## src/rtl/tmb_pkg.sv

```systemverilog
`timescale 1ns/1ps
package tmb_pkg;
  typedef enum logic [2:0] {
    TMB_EDGE_UP    = 3'd0,
    TMB_EDGE_DN    = 3'd1,
    TMB_CTR_DNFLAG = 3'd2,
    TMB_CTR_UPFLAG = 3'd3,
    TMB_CTR_BOTH   = 3'd4
  } tmb_mode_e;

  localparam logic [2:0] TMB_MODE_MAX = 3'd4;

  function automatic logic tmb_is_center(tmb_mode_e m);
    return (m == TMB_CTR_DNFLAG) || (m == TMB_CTR_UPFLAG) || (m == TMB_CTR_BOTH);
  endfunction
endpackage

```

## src/rtl/tmb_prescaler.sv

```systemverilog
`timescale 1ns/1ps
module tmb_prescaler #(
  parameter int PSC_W = 16
) (
  input  logic             clk,
  input  logic             rst_n,
  input  logic             run,
  input  logic             reload,
  input  logic             psc_we,
  input  logic [PSC_W-1:0] psc_wdata,
  output logic             tick
);
  localparam logic [PSC_W-1:0] ONE = PSC_W'(1);

  logic [PSC_W-1:0] psc_pre;
  logic [PSC_W-1:0] psc_act;
  logic [PSC_W-1:0] phase;

  always_ff @(posedge clk or negedge rst_n) begin
    if (!rst_n) psc_pre <= '0;
    else if (psc_we) psc_pre <= psc_wdata;
  end

  always_ff @(posedge clk or negedge rst_n) begin
    if (!rst_n) begin
      psc_act <= '0;
      phase   <= '0;
    end else if (reload) begin
      psc_act <= psc_pre;
      phase   <= '0;
    end else if (run) begin
      phase <= (phase == psc_act) ? '0 : phase + ONE;
    end
  end

  assign tick = run && (phase == psc_act);

  assert_psc_bound_R6: assert property (@(posedge clk) disable iff (!rst_n)
    phase <= psc_act) else $error("prescaler phase beyond limit");

  assert_psc_idle_R6: assert property (@(posedge clk) disable iff (!rst_n)
    (!run && !reload) |=> $stable(phase)) else $error("prescaler moved while idle");
endmodule

```

## src/rtl/tmb_counter.sv

```systemverilog
`timescale 1ns/1ps
module tmb_counter
  import tmb_pkg::*;
#(
  parameter int CNT_W = 16
) (
  input  logic             clk,
  input  logic             rst_n,
  input  logic             run,
  input  logic             tick,
  input  logic             ug,
  input  logic             mode_we,
  input  logic [2:0]       mode_wdata,
  input  logic             cnt_we,
  input  logic [CNT_W-1:0] cnt_wdata,
  input  logic             arr_we,
  input  logic [CNT_W-1:0] arr_wdata,
  input  logic             arpe,
  output logic [CNT_W-1:0] count,
  output logic             dir_down,
  output logic             cnt_evt,
  output logic             cmp_ok
);
  localparam logic [CNT_W-1:0] ONE = CNT_W'(1);

  tmb_mode_e        mode_q;
  logic             dir_q;
  logic [CNT_W-1:0] cnt_q;
  logic [CNT_W-1:0] arr_pre;
  logic [CNT_W-1:0] arr_act;
  logic             at_top;
  logic             at_zero;
  logic             mode_ok;

  assign at_top  = (cnt_q == arr_act);
  assign at_zero = (cnt_q == '0);
  assign mode_ok = (mode_wdata <= TMB_MODE_MAX) && !run;

  // wrap / turnaround detection
  always_comb begin
    cnt_evt = 1'b0;
    unique case (mode_q)
      TMB_EDGE_UP: cnt_evt = tick && at_top;
      TMB_EDGE_DN: cnt_evt = tick && at_zero;
      default:     cnt_evt = tick && (dir_q ? at_zero : at_top);
    endcase
  end

  // mode register
  always_ff @(posedge clk or negedge rst_n) begin
    if (!rst_n) mode_q <= TMB_EDGE_UP;
    else if (mode_we && mode_ok) mode_q <= tmb_mode_e'(mode_wdata);
  end

  // reload registers
  always_ff @(posedge clk or negedge rst_n) begin
    if (!rst_n) begin
      arr_pre <= '0;
      arr_act <= '0;
    end else begin
      if (ug || cnt_evt) arr_act <= arr_pre;
      if (arr_we) begin
        arr_pre <= arr_wdata;
        if (!arpe) arr_act <= arr_wdata;
      end
    end
  end

  // count and direction
  always_ff @(posedge clk or negedge rst_n) begin
    if (!rst_n) begin
      cnt_q <= '0;
      dir_q <= 1'b0;
    end else if (ug) begin
      cnt_q <= (mode_q == TMB_EDGE_DN) ? arr_pre : '0;
      dir_q <= (mode_q == TMB_EDGE_DN);
    end else if (mode_we && mode_ok) begin
      dir_q <= (mode_wdata == 3'(TMB_EDGE_DN));
    end else if (cnt_we && !run) begin
      cnt_q <= cnt_wdata;
    end else if (tick) begin
      unique case (mode_q)
        TMB_EDGE_UP: cnt_q <= at_top ? '0 : cnt_q + ONE;
        TMB_EDGE_DN: cnt_q <= at_zero ? arr_pre : cnt_q - ONE;
        default: begin
          if (!dir_q) begin
            if (at_top) begin
              cnt_q <= (arr_act == '0) ? '0 : cnt_q - ONE;
              dir_q <= (arr_act != '0);
            end else begin
              cnt_q <= cnt_q + ONE;
            end
          end else begin
            if (at_zero) begin
              cnt_q <= (arr_pre == '0) ? '0 : ONE;
              dir_q <= 1'b0;
            end else begin
              cnt_q <= cnt_q - ONE;
            end
          end
        end
      endcase
    end
  end

  // phase qualifier for compare channels
  always_comb begin
    unique case (mode_q)
      TMB_CTR_DNFLAG: cmp_ok = dir_q;
      TMB_CTR_UPFLAG: cmp_ok = !dir_q;
      default:        cmp_ok = 1'b1;
    endcase
  end

  assign count    = cnt_q;
  assign dir_down = dir_q;

  assert_mode_hold_R7: assert property (@(posedge clk) disable iff (!rst_n)
    (run && mode_we) |=> $stable(mode_q)) else $error("mode changed while running");

  assert_up_wrap_R2: assert property (@(posedge clk) disable iff (!rst_n)
    (mode_q == TMB_EDGE_UP && tick && !ug && cnt_q == arr_act) |=> (cnt_q == '0))
    else $error("edge up did not wrap to zero");

  assert_dn_reload_R3: assert property (@(posedge clk) disable iff (!rst_n)
    (mode_q == TMB_EDGE_DN && tick && !ug && cnt_q == '0) |=> (cnt_q == $past(arr_pre)))
    else $error("edge down did not reload");

  assert_center_turn_R4: assert property (@(posedge clk) disable iff (!rst_n)
    (tmb_is_center(mode_q) && !dir_q && tick && !ug && !mode_we && cnt_q == arr_act && arr_act != '0)
    |=> dir_q) else $error("center mode missed the top turnaround");

  assert_stop_hold_R12: assert property (@(posedge clk) disable iff (!rst_n)
    (!run && !ug && !cnt_we) |=> $stable(cnt_q)) else $error("count moved while stopped");
endmodule

```

## src/rtl/tmb_update_ctrl.sv

```systemverilog
`timescale 1ns/1ps
module tmb_update_ctrl (
  input  logic clk,
  input  logic rst_n,
  input  logic cnt_evt,
  input  logic ug,
  input  logic urs_cnt_only,
  input  logic flag_clr,
  input  logic uie,
  output logic upd_evt,
  output logic upd_flag,
  output logic upd_irq
);
  logic set_flag;
  assign set_flag = cnt_evt || (ug && !urs_cnt_only);

  always_ff @(posedge clk or negedge rst_n) begin
    if (!rst_n) begin
      upd_evt  <= 1'b0;
      upd_flag <= 1'b0;
    end else begin
      upd_evt <= cnt_evt || ug;
      if (set_flag) upd_flag <= 1'b1;
      else if (flag_clr) upd_flag <= 1'b0;
    end
  end

  assign upd_irq = upd_flag && uie;

  assert_flag_sticky_R10: assert property (@(posedge clk) disable iff (!rst_n)
    (upd_flag && !flag_clr) |=> upd_flag) else $error("update flag dropped");

  assert_urs_quiet_R9: assert property (@(posedge clk) disable iff (!rst_n)
    (ug && urs_cnt_only && !cnt_evt && !upd_flag) |=> !upd_flag)
    else $error("software update set the flag in counter-only mode");

  assert_wrap_sets_R2: assert property (@(posedge clk) disable iff (!rst_n)
    cnt_evt |=> (upd_flag && upd_evt)) else $error("wrap did not raise update");
endmodule

```

## src/rtl/tmb_timebase.sv

```systemverilog
`timescale 1ns/1ps
module tmb_timebase #(
  parameter int CNT_W = 16,
  parameter int PSC_W = 16
) (
  input  logic             clk,
  input  logic             rst_n,
  input  logic             run_en,
  input  logic             psc_we,
  input  logic [PSC_W-1:0] psc_wdata,
  input  logic             arr_we,
  input  logic [CNT_W-1:0] arr_wdata,
  input  logic             mode_we,
  input  logic [2:0]       mode_wdata,
  input  logic             cnt_we,
  input  logic [CNT_W-1:0] cnt_wdata,
  input  logic             ug_req,
  input  logic             urs_cnt_only,
  input  logic             arr_preload_en,
  input  logic             uie,
  input  logic             flag_clr,
  output logic [CNT_W-1:0] count,
  output logic             dir_down,
  output logic             upd_evt,
  output logic             upd_flag,
  output logic             upd_irq,
  output logic             cmp_phase_ok
);
  logic tick;
  logic cnt_evt;

  tmb_prescaler #(.PSC_W(PSC_W)) u_psc (
    .clk       (clk),
    .rst_n     (rst_n),
    .run       (run_en),
    .reload    (ug_req || cnt_evt),
    .psc_we    (psc_we),
    .psc_wdata (psc_wdata),
    .tick      (tick)
  );

  tmb_counter #(.CNT_W(CNT_W)) u_cnt (
    .clk        (clk),
    .rst_n      (rst_n),
    .run        (run_en),
    .tick       (tick),
    .ug         (ug_req),
    .mode_we    (mode_we),
    .mode_wdata (mode_wdata),
    .cnt_we     (cnt_we),
    .cnt_wdata  (cnt_wdata),
    .arr_we     (arr_we),
    .arr_wdata  (arr_wdata),
    .arpe       (arr_preload_en),
    .count      (count),
    .dir_down   (dir_down),
    .cnt_evt    (cnt_evt),
    .cmp_ok     (cmp_phase_ok)
  );

  tmb_update_ctrl u_upd (
    .clk          (clk),
    .rst_n        (rst_n),
    .cnt_evt      (cnt_evt),
    .ug           (ug_req),
    .urs_cnt_only (urs_cnt_only),
    .flag_clr     (flag_clr),
    .uie          (uie),
    .upd_evt      (upd_evt),
    .upd_flag     (upd_flag),
    .upd_irq      (upd_irq)
  );

  assert_ug_event_R8: assert property (@(posedge clk) disable iff (!rst_n)
    ug_req |=> upd_evt) else $error("software update gave no event");
endmodule

```

## config.mk

```make
export PLATFORM = sky130hd
export DESIGN_NAME = tmb_timebase
export DESIGN_NICKNAME = d
export VERILOG_FILES = /design/src/rtl/tmb_pkg.sv /design/src/rtl/tmb_prescaler.sv /design/src/rtl/tmb_counter.sv /design/src/rtl/tmb_update_ctrl.sv /design/src/rtl/tmb_timebase.sv
export SDC_FILE = /design/constraint.sdc
export NUM_CORES = 1
export LEC_CHECK = 0
export CAP_MARGIN = 20
export CORE_ASPECT_RATIO = 1.5
export CORE_MARGIN = 3
export CORE_UTILIZATION = 35
export DETAILED_ROUTE_END_ITERATION = 10
export RECOVER_POWER = 100
export SYNTH_ARGS = -nofsm -noshare
export SYNTH_HDL_FRONTEND = slang
export SYNTH_SLANG_ARGS = --single-unit
```

## constraint.sdc

```tcl
create_clock -name clk -period 2.36 [get_ports clk]
set_input_delay 0.472 -clock clk [delete_from_list [all_inputs] [get_ports clk]]
set_output_delay 0.472 -clock clk [all_outputs]
set_load 0.05 [all_outputs]
```

## Word level (Yosys, flattened, before mapping)

Index checks and enable logic that the tools add are counted.
W data, S select, Z words.

| cells by class | value |
|---|---|
| add/sub/neg operators | 3 |
| order comparisons | 1 |
| equality and inequality tests | 9 |
| mux-type cells | 32 |
| reductions and logical operators | 26 |

Operators with widths:

| operator | count |
|---|---|
| $mux W16 | 17 |
| $logic_not A16 Y1 | 3 |
| $add A16 B1 Y16 const B | 2 |
| $eq A16 B16 Y1 | 2 |
| $pmux W16 S2 | 1 |
| $reduce_bool A16 Y1 | 1 |
| $sub A16 B1 Y16 const B | 1 |
| $mux W1 | 12 |
| $logic_and A1 B1 Y1 | 9 |
| $eq A3 B1 Y1 const B | 2 |
| $eq A3 B2 Y1 const B | 2 |
| $reduce_bool A3 Y1 | 2 |
| $pmux W1 S2 | 2 |
| $reduce_bool A2 Y1 | 2 |
| $le A3 B3 Y1 const B | 1 |
| $logic_not A1 Y1 | 3 |
| $logic_not A3 Y1 | 1 |
| $ne A3 B1 Y1 const B | 1 |
| $ne A3 B2 Y1 const B | 1 |
| $reduce_and A3 Y1 | 1 |
| $logic_or A1 B1 Y1 | 2 |
| $ne A2 B2 Y1 const B | 1 |
| $reduce_and A2 Y1 | 1 |
| $reduce_or A2 Y1 | 1 |

| word-level totals | value |
|---|---|
| register bits | 102 |
| input port bits | 63 |

## Logic depth before layout (Yosys ltp)

Gate-level depths: netlist of the first run.

| depth | value |
|---|---|
| depth after elaboration | 9 |
| gate-level depth with buffers | 10 |
| depth with buffers taken out | 9 |

## Hierarchy

A second synthesis of the first run with hierarchy kept.

| second synthesis, totals | value |
|---|---|
| cells, all modules | 647 |
| area total of the unflattened synthesis | 6182.2 µm² |

By module, submodules not included:

| module | times used | cells each | area an instance (µm²) |
|---|---|---|---|
| tmb_counter | 1 | 428 | 3691.0 |
| tmb_prescaler | 1 | 211 | 2404.8 |
| tmb_update_ctrl | 1 | 7 | 80.1 |
| tmb_timebase | 1 | 1 | 6.3 |

## Worst setup path after synthesis of the first run

OpenSTA, ideal clock, no wires.

| path | value |
|---|---|
| path kind | register to register |
| from | reg u_cnt.cnt_q[0] (netlist: u_cnt.count[0]) |
| to | reg u_psc.psc_act[12] |
| data arrival time | 2.619 ns |
| data required time | 2.235 ns |
| path slack | -0.383 ns |
| cell stages (with the launch flop) | 10 |
| period minus slack after synthesis | 2.743 ns |
| cells stage by stage | dfrtp_1 > inv_1 > ha_1 > nor2b_1 > and3_1 > nand2_1 > nand2_1 > a31oi_1 > buf_2 > mux2_2 |

| on the way | value |
|---|---|
| word-level cells in the longest chain between the ends | 5 |

Ends and longest elaborated chain:

| what | RTL line | RTL |
|---|---|---|
| start, declared | tmb_counter.sv:28 | `logic [CNT_W-1:0] cnt_q;` |
| start signal, assigned | tmb_counter.sv:75 | `cnt_q <= (mode_q == TMB_EDGE_DN) ? arr_pre : '0;` |
| start signal, assigned | tmb_counter.sv:80 | `cnt_q <= cnt_wdata;` |
| start signal, assigned | tmb_counter.sv:83 | `TMB_EDGE_UP: cnt_q <= at_top ? '0 : cnt_q + ONE;` |
| $eq A16 B16 Y1 / $logic_not A16 Y1 (equally long branches) | tmb_counter.sv:35, tmb_counter.sv:36 |  |
| $mux W1 | tmb_counter.sv:45 | `default: cnt_evt = tick && (dir_q ? at_zero : at_top);` |
| $logic_and A1 B1 Y1 | tmb_counter.sv:45 |  |
| $pmux W1 S2 (*) | tmb_counter.sv:42 | `unique case (mode_q)` |
| $logic_or A1 B1 Y1 (*) | tmb_timebase.sv:36 | `.reload (ug_req \|\| cnt_evt),` |
| end signal, assigned | tmb_prescaler.sv:29 | `psc_act <= psc_pre;` |
| end, declared | tmb_prescaler.sv:16 | `logic [PSC_W-1:0] psc_act;` |

Every way passes the cells marked *; elsewhere a longest branch is shown, timed or not.
A chain may end at the register's enable or synchronous reset.

## Final worst setup path of the first run

| path | value |
|---|---|
| from | reg u_cnt.cnt_q[7] (netlist: u_cnt.count[7]) |
| to | reg u_psc.psc_act[6] |

The elaborated chain is that of the path after synthesis.

==> impl_metrics.json, run 1 <==
{
  "synth_most_common_cell": "dfrtp_1",
  "ys_warn_count": 0,
  "finClkSkew_ps": 10.3,
  "synthTopCellsByArea": "dfrtp_1 (42%), mux2_2 (9.7%), o21ai_0 (4.8%)",
  "yosys.area.top_type": "dfrtp_1",
  "ios": 84,
  "synthFlopType": "dfrtp_1",
  "worst-slew-pin-transition_ps": 1920,
  "root_buffer": "clkbuf_16",
  "fin_util_pct": 50.0,
  "cts_buffers": 9,
  "synth_edf_count": 0,
  "period_minus_slack_ps": 2410,
  "syn_inst": 625,
  "drc": 0,
  "routedWlPerCell_um": 20.4,
  "cp_top_family": "simple AND/OR/NAND/NOR gates",
  "max_clock_freq_ghz": 0.415,
  "total_power_w": 0.00601,
  "die_w_um": 113,
  "clock_sinks": 102,
  "start_util_pct": 35.7,
  "grt_pass1_vias": 5729,
  "diodes": 0,
  "rsz0062_at_grt": "true",
  "gp_congestion": 0.950,
  "grt_max_degree": 35,
  "crit_chain": "or4_4 > nor4_4 > buf_4 > nand2_2 > nand2_4 > a31oi_4 > clkbuf_16 > mux2_4",
  "synthesis.area_mm2": 0.00602,
  "cp-start-kind": "flop",
  "power_leakage_nw": 3.47,
  "hold_buffers": 0,
  "hold_path_class": "flop to flop",
  "clk_pin_slew_ps": 70,
  "antenna_found_initial": 0,
  "ys_seq_area_share_pct": 42.4,
  "finalCritPeriodShare_pct": 102,
  "critPathMaxFanout": 8,
  "overflow": 0,
  "maxSlewHeadroom_pct": -28.0,
  "crit_buf_inv": 2,
  "violations": "capacitance limit, slew limit, setup timing",
  "synthArstFlopShare_pct": 100,
  "drt_iter0_drc": 176,
  "drv_cap": 1,
  "worst_path_max_delay_cell": "or4_4",
  "finalNetCount": 845,
  "drive_gt1_share_pct": 29.4,
  "status": "finished with violations",
  "rows": 58,
  "layout.area.seq_mm2": 0.00257,
  "synth_cell_type_count": 56,
  "io_buffers": 83,
  "area_growth_pct": 39.8,
  "syn_area_per_cell_um2": 9.63,
  "grt_use_total_pct": 21.0,
  "drv_slew": 32,
  "grt_pass1_wl_um": 31100,
  "synth_top_area_share_pct": 42.4,
  "num-fill-cells": 1598,
  "wl_um": 20200,
  "p_per_area_mw_per_mm2": 715,
  "hold_viol": 0,
  "die_area_mm2": 0.0188,
  "finalSetupTns_ps": -459,
  "ant_nets": 0,
  "setup_viol_count_final": 15,
  "path_class": "flop to flop",
  "avgViaCountPerCell": 5.62,
  "cp.required_ps": 2590,
  "die_h_um": 167,
  "synth_commonest_cells": "dfrtp_1 (102), o21ai_0 (58), mux2_2 (52), nand2_1 (49), nor2_1 (39)",
  "ys_ff_latch": 102,
  "slowest_delay_ps": 550,
  "crit_arrival_ps": 2640,
  "num_vias": 5581,
  "multi_input_comb_area_mm2": 0.00353,
  "htreeDepth": 3,
  "synth_nets": 692,
  "dp_hpwl_um": 15600,
  "core-area_mm2": 0.0168,
  "clk_latency_ps": 350,
  "ir_worst_vdd_uv": 414,
  "first_pass_iters": 4,
  "clk_path_buf_depth": 2,
  "crit_path_end_kind": "flop",
  "setup_slack_ps": -50.0,
  "cts_tree": "built"
}
-- path summary, 6_finish.rpt --
path | from | slack (ps) | cells past startpoint | to
max | u_cnt.count[7] | -50 | 8 | u_psc.psc_act[6]
min | u_psc.psc_pre[15] | 500 | 1 | u_psc.psc_act[15]
max reg2reg | u_cnt.count[7] | -50 | 8 | u_psc.psc_act[6]
min reg2reg | u_psc.psc_pre[15] | 500 | 1 | u_psc.psc_act[15]
max in group asynchronous | rst_n | 250 | 2 | u_psc.psc_pre[6]
min in group asynchronous | rst_n | 650 | 1 | u_cnt.arr_pre[9]
-- layer usage --
metal,routed length [um],global-route usage (%),vias to the layer above
met1,7540,23.2,2754
met2,10600,37.8,162
li1,-,-,2583
met5,0,0,-
met4,1280,11.7,0
met3,824,3.05,82
-- power breakdown --
group          internal (W)  switching (W)
Sequential          0.00194       0.000220
Combinational       0.00113        0.00128
Clock              0.000730       0.000708
-- cells by family (layout without fill, tap and decap cells) --
group	Yosys count	after routing	share of synthesized area, %
AOI/OAI and AO/OA	146	146	15.2
xor gates and xnor gates	54	54	7.86
adders and majority gates	4	4	0.832
buffers and inverters	55	213	3.87
and+or+nand+nor	193	193	16.9
DFF	102	102	42.4
muxes	71	71	12.9
-- per-stage QoR --
stage | cell area, um^2 | cells | setup slack, ps | hold slack (ps)
after CTS | 8090 | 984 | -54.9 | 93.0
after global routing | 8410 | 993 | -130 | 525
after floorplan | 6120 | 625 | -237 | 176
after detailed placement | 7750 | 965 | -155 | 467
final | 8410 | 993 | -50.0 | 504
after global placement | 7750 | 965 | -90.5 | 461
-- flip-flops by register name (all words and copies together) (netlist names) --
register        count
u_cnt.arr_act      16
u_cnt.arr_pre      16
u_cnt.count        16
u_cnt.dir_down      1
u_cnt.mode_q        3
u_psc.phase        16
u_psc.psc_act      16
u_psc.psc_pre      16
u_upd.upd_evt       1
u_upd.upd_flag      1
-- repair_timing --
| action | 4_1_cts | 5_1_grt |
|---|---|---|
| setup endpoints to repair | 40 | 48 |
| gates cloned | 0 | 3 |
| pin swaps | 7 | 24 |
| buffers inserted | 3 | 8 |
| gates resized for setup | 13 | 65 |
-- area by class of cell --
class | count | share of cell area, %
clock buffer | 9 | 2.68
timing repair buffer | 186 | 20.6
clock inverter | 7 | 0.655
multi-input combinational | 468 | 41.9
inverter | 11 | 0.491
tap | 210 | 3.12
sequential | 102 | 30.5
-- cells in the final DEF (no fill, tap or decap), drive strengths merged, types with 14 or more instances in the layout --
| cell | instances |
|---|---|
| clkdlybuf4s50 | 73 |
| buf | 95 |
| nor2 | 39 |
| o21ai | 64 |
| inv | 14 |
| nor3 | 18 |
| dfrtp | 102 |
| mux2i | 19 |
| nor4 | 18 |
| xnor2 | 28 |
| nand2 | 49 |
| mux2 | 52 |
| nand3 | 16 |
| a21oi | 22 |
| clkbuf | 21 |
| xor2 | 26 |
(Power assumes the default switching activity.)
==> run 2: changes to the inputs <==
--- a/config.mk
+++ b/config.mk
@@ -5,6 +5,7 @@
 export SDC_FILE = /design/constraint.sdc
 export NUM_CORES = 1
 export LEC_CHECK = 0
+export ABC_AREA = 1
 export CAP_MARGIN = 20
 export CORE_ASPECT_RATIO = 1.5
 export CORE_MARGIN = 3
==> impl_metrics.json, run 2 <==
{
  "dp.cells": 1205,
  "finalCritPeriodShare_pct": 96.6,
  "die_w_um": 116,
  "max_clock_freq_ghz": 0.439,
  "fin_area_mm2": 0.00783,
  "die_area_mm2": 0.0199,
  "avgViaCountPerCell": 4.92,
  "path_class": "flop to primary output",
  "syn_area_per_cell_um2": 7.02,
  "synth-compound-area-share_pct": 12.2,
  "syn_inst": 910,
  "finalNonFillerCells": 1222,
  "finalSetupTns_ps": 0,
  "io_buffers": 83,
  "final_cell_mix": "nand2_1 (221), nor2_1 (162), inv_1 (102)",
  "worst-slew-pin-transition_ps": 1140,
  "power_leakage_nw": 3.79,
  "hold_buffers": 0,
  "num-fill-cells": 1822,
  "cts_buffers": 9,
  "synth_top_area_share_pct": 40.0,
  "drv_slew": 0,
  "ys_ff_latch": 102,
  "postCtsResizedCells": 0,
  "synth_xor_area_share_pct": 5.07,
  "htreeDepth": 3,
  "setup_viol_count_final": 0,
  "cp.required_ps": 1890,
  "grt_max_degree": 48,
  "synth_top_family_by_area": "simple AND/OR/NAND/NOR gates",
  "drt_iter0_drc": 445,
  "overflow": 0,
  "grtUsageMet1_pct": 22.1,
  "cts_setup_buffers": 0,
  "drive_gt1_share_pct": 8.82,
  "p_int_w": 0.00334,
  "yosys.area_share.adder_pct": 0.784,
  "drv_cap": 0,
  "synthArstFlopShare_pct": 100,
  "clk_pin_slew_ps": 80,
  "synth_cell_type_count": 40,
  "ios": 84,
  "drc": 0,
  "first_pass_iters": 7,
  "ant_nets": 0,
  "synth_commonest_cells": "nand2_1 (220), nor2_1 (161), dfrtp_1 (102), inv_1 (102), a21oi_1 (59)",
  "core-area_mm2": 0.0176,
  "cts_tree": "built",
  "synthMuxAreaShare_pct": 1.76,
  "comb_power_share_pct": 30.1,
  "critPathMaxFanout": 5,
  "antenna_found_initial": 0,
  "grt_use_total_pct": 18.9,
  "grt_pass1_wl_um": 29300,
  "final_common_cell": "nand2_1",
  "clock_sinks": 102,
  "use_met2_pct": 33.9,
  "routedWlPerCell_um": 15.1,
  "ys_seq_area_share_pct": 40.0,
  "grtUsageMet3_pct": 2.85,
  "die_h_um": 171,
  "crit_path_end_kind": "primary output",
  "wl_um": 18400,
  "setup_slack_ps": 79.6,
  "finalNetCount": 1071,
  "rows": 59,
  "clk_latency_ps": 350,
  "diodes": 0,
  "rsz0062_at_grt": "false",
  "synthesis.area_mm2": 0.00639,
  "yosys.area_share.simple_pct": 30.3,
  "root_buffer": "clkbuf_16",
  "status": "completed",
  "gr-max-usage-layer": "met2",
  "num_vias": 6010,
  "maxSlewHeadroom_pct": 23.8,
  "dp_hpwl_um": 14000,
  "ys_warn_count": 0,
  "r2r_slack_ps": 240,
  "synthTopCellsByArea": "dfrtp_1 (40%), nand2_1 (13%), nor2_1 (9.5%)",
  "ir_worst_vdd_uv": 342,
  "grt_pass1_vias": 5926,
  "synth_nets": 977,
  "hold_viol": 0,
  "gp_congestion": 0.872,
  "hold_path_class": "input port to asynchronous set/reset pin",
  "swShare_pct": 36.3,
  "switching_power_w": 0.00190,
  "fin_util_pct": 44.4,
  "sequentialPowerShare_pct": 40.5,
  "period_minus_slack_ps": 2280,
  "start_util_pct": 36.2,
  "place_area_mm2": 0.00759,
  "crit_arrival_ps": 1810,
  "synth_most_common_cell": "nand2_1",
  "cp-start-kind": "flop",
  "synth_edf_count": 0,
  "finClkSkew_ps": 14.7,
  "clk_path_buf_depth": 2,
  "clkPwrFrac_pct": 29.4,
  "p_per_area_mw_per_mm2": 669,
  "dp_slack_ps": 166,
  "synthFlopType": "dfrtp_1",
  "yosys.area.top_type": "dfrtp_1",
  "area_growth_pct": 22.6
}
[run 2: stage by stage]
| step | total power (W) | hold WS, ps |
|---|---|---|
| 3_3_place_gp | 0.00376 | 468 |
| 5_1_grt | 0.00555 | 297 |
| 4_1_cts | 0.00532 | 82.5 |
| 2_1_floorplan | 0.00317 | 176 |
| 3_5_place_dp | 0.00377 | 469 |
| 6_report | 0.00524 | 232 |
[run 2: path summary, 6_finish.rpt]
path | endpoint | cells past startpoint | start
min in group clk | u_psc.psc_act[13] | 2 | u_psc.psc_pre[13]
worst min-delay path | u_cnt.count[4] | 1 | rst_n
max in group asynchronous | u_cnt.count[1] | 2 | rst_n
worst max register to register | u_psc.psc_act[2] | 11 | u_cnt.count[1]
worst max-delay path | count[10] | 2 | u_cnt.count[10]
worst min register to register | u_psc.psc_act[13] | 2 | u_psc.psc_pre[13]
[run 2: kinds of logic (layout without fill, tap and decap cells)]
group	Yosys count	count (layout)
XOR/XNOR	37	37
AO/OA/AOI/OAI	141	141
buffers and inverters	149	248
flip-flops	102	102
AND/OR/NAND/NOR	467	467
adder cells (fa/ha/maj)	4	4
multiplexers	10	10
[run 2: cell type report]
type | count | area [um^2] | share of cell area (%)
multi-input cells | 659 | 3180 | 40.6
flip-flops and latches | 102 | 2560 | 32.7
repair buffers | 120 | 1110 | 14.1
inverters | 112 | 420 | 5.37
well taps | 213 | 267 | 3.40
clock buffers | 10 | 229 | 2.92
clock inverters | 6 | 70.1 | 0.895
[run 2: worst max-delay path, stage by stage (launching register included)]
cell and delay (ps):
dfrtp_1 440, clkbuf_2 200, clkdlybuf4s50_1 820
[run 2: routing by layer]
metal	up-vias	wire [um]
met5	-	0
met3	48	817
met2	171	9550
met1	2738	7380
met4	0	665
li1	3053	-
[run 2: power groups by stage]
stage                     clock network, W  registers, W  logic, W
after global routing               0.00165       0.00215   0.00175
after CTS                          0.00158       0.00212   0.00162
after global placement                   0       0.00215   0.00161
after floorplan                          0       0.00227  0.000892
after detailed placement                 0       0.00215   0.00161
final                              0.00154       0.00212   0.00158
